### src/rtl/sioCfgPkg.sv
package sioCfgPkg;

  localparam int BYTE_W  = 8;
  localparam int KEY_LEN = 4;

  typedef logic [BYTE_W-1:0] byte_t;

  // register numbers inside the configuration space
  localparam byte_t REG_EXIT    = 8'h02;
  localparam byte_t REG_DEVSEL  = 8'h07;
  localparam byte_t REG_ID_HI   = 8'h20;
  localparam byte_t REG_ID_LO   = 8'h21;
  localparam byte_t REG_REV     = 8'h22;
  localparam byte_t REG_BASE_HI = 8'h62;
  localparam byte_t REG_BASE_LO = 8'h63;

  localparam byte_t EXIT_CODE  = 8'h02;
  localparam byte_t FILL_BYTE  = 8'hFF;
  localparam byte_t IDLE_BYTE  = 8'h00;

  // unlock key, in write order
  function automatic byte_t keyByte(input int pos);
    case (pos)
      0:       keyByte = 8'h87;
      1:       keyByte = 8'h01;
      2:       keyByte = 8'h55;
      default: keyByte = 8'h55;
    endcase
  endfunction

  typedef enum logic [1:0] {
    RD_IDLE   = 2'd0,
    RD_LOCKED = 2'd1,
    RD_INDEX  = 2'd2,
    RD_DATA   = 2'd3
  } rdSel_e;

  // strobes from control to datapath
  typedef struct packed {
    logic   idxLoad;
    logic   dataStore;
    rdSel_e rdSel;
  } cfgStrobe_t;

endpackage

### src/rtl/sioCfgCtrl.sv
module sioCfgCtrl
  import sioCfgPkg::*;
#(
  parameter int ADDR_W = 16,
  parameter logic [ADDR_W-1:0] INDEX_ADDR = 16'h002E
) (
  input  logic              clk,
  input  logic              rstN,
  input  logic [ADDR_W-1:0] ioAddr,
  input  logic              ioWrEn,
  input  byte_t             ioWrData,
  input  logic              ioRdEn,
  input  byte_t             curIndex,
  output cfgStrobe_t        strobe,
  output logic              cfgActive
);

  localparam logic [ADDR_W-1:0] DATA_ADDR = INDEX_ADDR + ADDR_W'(1);
  localparam int POS_W = $clog2(KEY_LEN);
  localparam logic [POS_W-1:0] LAST_POS = POS_W'(KEY_LEN - 1);

  logic [POS_W-1:0] keyPos;
  logic             unlockedQ;

  logic hitIdx, hitData;
  logic idxWr, dataWr;
  logic keyStep, keyMatch, keyRestart, exitHit;

  always_comb begin
    hitIdx     = (ioAddr == INDEX_ADDR);
    hitData    = (ioAddr == DATA_ADDR);
    idxWr      = ioWrEn && hitIdx;
    dataWr     = ioWrEn && hitData;
    keyStep    = !unlockedQ && idxWr;
    keyMatch   = (ioWrData == keyByte(int'(keyPos)));
    keyRestart = (ioWrData == keyByte(0));
    exitHit    = unlockedQ && dataWr && (curIndex == REG_EXIT) && (ioWrData == EXIT_CODE);
  end

  always_ff @(posedge clk) begin
    if (!rstN) begin
      keyPos    <= '0;
      unlockedQ <= 1'b0;
    end else if (keyStep) begin
      if (keyMatch) begin
        if (keyPos == LAST_POS) begin
          keyPos    <= '0;
          unlockedQ <= 1'b1;
        end else begin
          keyPos <= keyPos + POS_W'(1);
        end
      end else begin
        keyPos <= keyRestart ? POS_W'(1) : '0;
      end
    end else if (exitHit) begin
      unlockedQ <= 1'b0;
    end
  end

  always_comb begin
    strobe.idxLoad   = unlockedQ && idxWr;
    strobe.dataStore = unlockedQ && dataWr;
    if (ioRdEn && (hitIdx || hitData)) begin
      if (!unlockedQ)  strobe.rdSel = RD_LOCKED;
      else if (hitIdx) strobe.rdSel = RD_INDEX;
      else             strobe.rdSel = RD_DATA;
    end else begin
      strobe.rdSel = RD_IDLE;
    end
  end

  assign cfgActive = unlockedQ;

endmodule

### src/rtl/sioCfgRegs.sv
module sioCfgRegs
  import sioCfgPkg::*;
#(
  parameter logic [15:0] CHIP_ID  = 16'h8728,
  parameter logic [3:0]  CHIP_REV = 4'h6,
  parameter byte_t       GPIO_DEV = 8'h07
) (
  input  logic        clk,
  input  logic        rstN,
  input  cfgStrobe_t  strobe,
  input  byte_t       ioWrData,
  output byte_t       curIndex,
  output byte_t       ioRdData,
  output logic [15:0] gpioBase
);

  byte_t       indexQ;
  byte_t       devSelQ;
  logic [15:0] baseQ;
  logic        gpioSel;
  byte_t       regRead;

  assign gpioSel = (devSelQ == GPIO_DEV);

  always_ff @(posedge clk) begin
    if (!rstN) begin
      indexQ  <= '0;
      devSelQ <= '0;
      baseQ   <= '0;
    end else begin
      if (strobe.idxLoad) indexQ <= ioWrData;
      if (strobe.dataStore) begin
        case (indexQ)
          REG_DEVSEL:  devSelQ <= ioWrData;
          REG_BASE_HI: if (gpioSel) baseQ[15:8] <= ioWrData;
          REG_BASE_LO: if (gpioSel) baseQ[7:0]  <= ioWrData;
          default: ;
        endcase
      end
    end
  end

  always_comb begin
    case (indexQ)
      REG_EXIT:    regRead = IDLE_BYTE;
      REG_DEVSEL:  regRead = devSelQ;
      REG_ID_HI:   regRead = CHIP_ID[15:8];
      REG_ID_LO:   regRead = CHIP_ID[7:0];
      REG_REV:     regRead = {4'h0, CHIP_REV};
      REG_BASE_HI: regRead = gpioSel ? baseQ[15:8] : FILL_BYTE;
      REG_BASE_LO: regRead = gpioSel ? baseQ[7:0]  : FILL_BYTE;
      default:     regRead = FILL_BYTE;
    endcase
  end

  always_comb begin
    case (strobe.rdSel)
      RD_LOCKED: ioRdData = FILL_BYTE;
      RD_INDEX:  ioRdData = indexQ;
      RD_DATA:   ioRdData = regRead;
      default:   ioRdData = IDLE_BYTE;
    endcase
  end

  assign curIndex = indexQ;
  assign gpioBase = baseQ;

endmodule

### src/rtl/sioCfgPort.sv
module sioCfgPort
  import sioCfgPkg::*;
#(
  parameter int ADDR_W = 16,
  parameter logic [ADDR_W-1:0] INDEX_ADDR = 16'h002E,
  parameter logic [15:0] CHIP_ID  = 16'h8728,
  parameter logic [3:0]  CHIP_REV = 4'h6,
  parameter logic [7:0]  GPIO_DEV = 8'h07
) (
  input  logic              clk,
  input  logic              rstN,
  input  logic [ADDR_W-1:0] ioAddr,
  input  logic              ioWrEn,
  input  logic [7:0]        ioWrData,
  input  logic              ioRdEn,
  output logic [7:0]        ioRdData,
  output logic              cfgActive,
  output logic [15:0]       gpioBase
);

  cfgStrobe_t strobe;
  byte_t      curIndex;

  sioCfgCtrl #(
    .ADDR_W     (ADDR_W),
    .INDEX_ADDR (INDEX_ADDR)
  ) ctrl_i (
    .clk       (clk),
    .rstN      (rstN),
    .ioAddr    (ioAddr),
    .ioWrEn    (ioWrEn),
    .ioWrData  (ioWrData),
    .ioRdEn    (ioRdEn),
    .curIndex  (curIndex),
    .strobe    (strobe),
    .cfgActive (cfgActive)
  );

  sioCfgRegs #(
    .CHIP_ID  (CHIP_ID),
    .CHIP_REV (CHIP_REV),
    .GPIO_DEV (GPIO_DEV)
  ) regs_i (
    .clk      (clk),
    .rstN     (rstN),
    .strobe   (strobe),
    .ioWrData (ioWrData),
    .curIndex (curIndex),
    .ioRdData (ioRdData),
    .gpioBase (gpioBase)
  );

endmodule

### config.mk
export PLATFORM = sky130hd
export DESIGN_NAME = sioCfgPort
export DESIGN_NICKNAME = d
export VERILOG_FILES = /design/src/rtl/sioCfgPkg.sv /design/src/rtl/sioCfgCtrl.sv /design/src/rtl/sioCfgRegs.sv /design/src/rtl/sioCfgPort.sv
export SDC_FILE = /design/constraint.sdc
export NUM_CORES = 1
export LEC_CHECK = 0
export CORE_UTILIZATION = 45
export CTS_BUF_LIST = sky130_fd_sc_hd__clkbuf_4
export DETAILED_ROUTE_END_ITERATION = 7
export GPL_ROUTABILITY_DRIVEN = 0
export HOLD_SLACK_MARGIN = 0.03
export PLACE_DENSITY = 0.78
export SLEW_MARGIN = 40
export SYNTH_ARGS = -nofsm -noshare
export SYNTH_HDL_FRONTEND = slang
export SYNTH_SLANG_ARGS = --single-unit
### constraint.sdc
create_clock -name clk -period 6.8 [get_ports clk]
set_input_delay 1.36 -clock clk [delete_from_list [all_inputs] [get_ports clk]]
set_output_delay 1.36 -clock clk [all_outputs]
set_load 0.01 [all_outputs]
==> metrics <==
ys flop type=dfxtp_1; Worst Path Required=5.44 ns; Root Buffer=clkbuf_4; Startpoint Class=input port; ant diodes=0; Pwr per Cell Area=134 mW/mm^2; die height=69.6 microns; Compound-Gate Fraction of Synth Area=12.9%; Sink Count=35; CP arrival=3.75 ns; global-route usage over all layers=22.7%; post-synthesis mux area share=15.6%; post-DP HPWL=3910 microns; Vias=1951; CP Capture Type=primary output; WL/cell=15.6 microns; largest family of logic cells by synthesized area=simple AND/OR/NAND/NOR gates; commonest cells in the netlist=dfxtp_1, nand2_1, mux2i_1, o21ai_0, nor2b_1; Fill cells=398; Top cell by count, worst path=clkdlybuf4s50_1; #FFs+latches synth=35; Synth area leaders=dfxtp_1, mux2i_1, nand2_1; Post-synth EDFFs=0; final worst path period need=5.11 ns; status=finished clean; initial antenna violation count=0; slowest stage cell, crit path=or4b_2; WS Path Type=in2out; final WL=5270 microns; R2R depth=5; DRT iter0 DRCs=95; Yosys top cell by area=dfxtp_1; Clock Skews=0.00779 ns; actual slew at the worst max-slew pin=0.700 ns; clk buf depth=2; hold path depth=2; post-synthesis async set-or-reset flop share=0%; max-cap violations=0; CTS tree=built; cts repair resizes=0; Unique masters post-synth=42; ratio of cells with drive above 1 in the final layout=9.12%; Core Area=0.00438 sq mm; Vias/cell=5.79; vias in the first global route=1821; CTS Buf Count=5; Mapped Area=0.00206 sq mm; Final Cycle Share=75.1%; die width=69.6 microns; first drt pass iteration count=5; Post-Syn Instances=236; Die Area=0.00484 sq mm; setup violators final=0; Area Growth Syn to Fin=29.7%; Worst Hold Class=reg2reg; Reg clk slew, reported paths=0.11 ns; largest stage delay on the critical path=0.68 ns; max-slew violations=0; port buffer count=52; top cell type's share of synthesized area=34.1%; cts-stage hold buffer count=0; worst skew pair latency=0.35 ns; CP cell instances=clkdlybuf4s50_1 > or4b_2 > nor3_2 > o221a_2 > clkdlybuf4s50_1; pin count of the biggest net entering global routing=44; I/O Pins=53; Final Hold Vio Count=0; fmax=0.196 GHz; Placement Rows=24; setup bufs post-CTS=0; simple-gate share of the synthesized area=31.0%; Avg Inst Size Synth=8.71 sq um; Remaining DRCs=0; YS warnings=0; initial core utilization=46.9%; worst-path fanout max=8; Net count, final=317; Overflow after GRT=0; VDD IR max=119 uV; post-route ant nets=0; htree depth=2; LEAKAGE=0.858 nW; Synth Area in XOR/XNOR=0.426%; relative slew slack=53.0%; register area share after synthesis=34.1%; adder-cell share of the synthesized area=3.04%; Synthesized Nets=269; total power=356 uW; RSZ-0062 raised after global routing=false; setup_tns=0 ns; setup slack, reg-to-reg=4.30 ns; first-pass GRT wire length=8690 microns
worst max-delay path: cells and delay by family:
family	cells	cell delay [ns]
AOI/OAI and AO/OA	1	0.29
and+or+nand+nor	2	1.14
buffers and inverters	2	0.95
worst paths after layout:
kind,start,to
setup / recovery,ioAddr[4],ioRdData[1]
setup reg to reg,regs_i.devSelQ[4],regs_i.gpioBase[4]
hold / removal,regs_i.gpioBase[11],regs_i.gpioBase[11]
hold reg to reg,regs_i.gpioBase[11],regs_i.gpioBase[11]
metal layers:
layer  vias up  GRT usage (%)  wire, microns
met1       902           27.6           2330
met4         0           9.30            116
met2        76           37.8           2500
met3        12           5.96            315
li1        961              -              -
met5         -              0              0
layout by cell type (no fill, tap or decap), drive strengths merged:
cell,instances
nand4b,3
o21ba,1
and4b,1
nand2,35
or4,2
nor4,4
ha,5
nand4,2
and4bb,1
buf,1
nor3,5
or4b,1
nand3,15
and3,1
and4,1
a21boi,1
mux2i,32
o221a,8
clkdlybuf4s50,52
a31oi,2
xor2,1
clkbuf,6
clkinvlp,1
dfxtp,35
o21ai,18
o211ai,1
o2111ai,4
and2,1
nor2b,17
nor4b,4
a21oi,1
or3,3
nand2b,4
o31ai,1
clkinv,1
nor2,10
inv,4
stage by stage:
| step | hold slack, ns | cells | setup WS, ns | area [sq um] | util, % |
|---|---|---|---|---|---|
| after floorplan | 0.471 | 236 | 2.60 | 2060 | - |
| after global placement | 0.456 | 329 | 1.46 | 2600 | 59.4 |
| after detailed placement | 0.465 | 329 | 1.41 | 2600 | 59.4 |
| after CTS | 0.479 | 337 | 1.39 | 2660 | 60.7 |
| after global routing | 0.500 | 337 | 1.61 | 2670 | 60.8 |
| final | 0.478 | 337 | 1.69 | 2670 | 60.8 |
cell type report:
type / count / area (sq um) / share of cell area, %
Timing Repair Buffer: 53 / 528 / 19.8
Tap cell: 52 / 65.1 / 2.44
Sequential cell: 35 / 701 / 26.3
Inverter: 4 / 15.0 / 0.563
Multi-Input combinational cell: 185 / 1300 / 48.8
Clock inverter: 2 / 12.5 / 0.469
Clock buffer: 6 / 45.0 / 1.69
power breakdown:
group          switching, mW  internal [mW]
clock network         0.0755         0.0439
logic                 0.0135         0.0182
registers        0.000000163          0.205
total                 0.0890          0.267
flip-flops by register name (all words and copies together) (netlist names):
register and count:
ctrl_i.keyPos 2, regs_i.devSelQ 8, regs_i.curIndex 8, ctrl_i.cfgActive 1, regs_i.gpioBase 16
logic make-up after synthesis:
family                     count (synthesis)
xor gates and xnor gates                   1
muxes                                     32
and+or+nand+nor                          110
DFF                                       35
AOI/OAI and AO/OA                         37
buffers and inverters                     16
adders and majority gates                  5
Note: power is estimated with default switching activity, not from simulation.
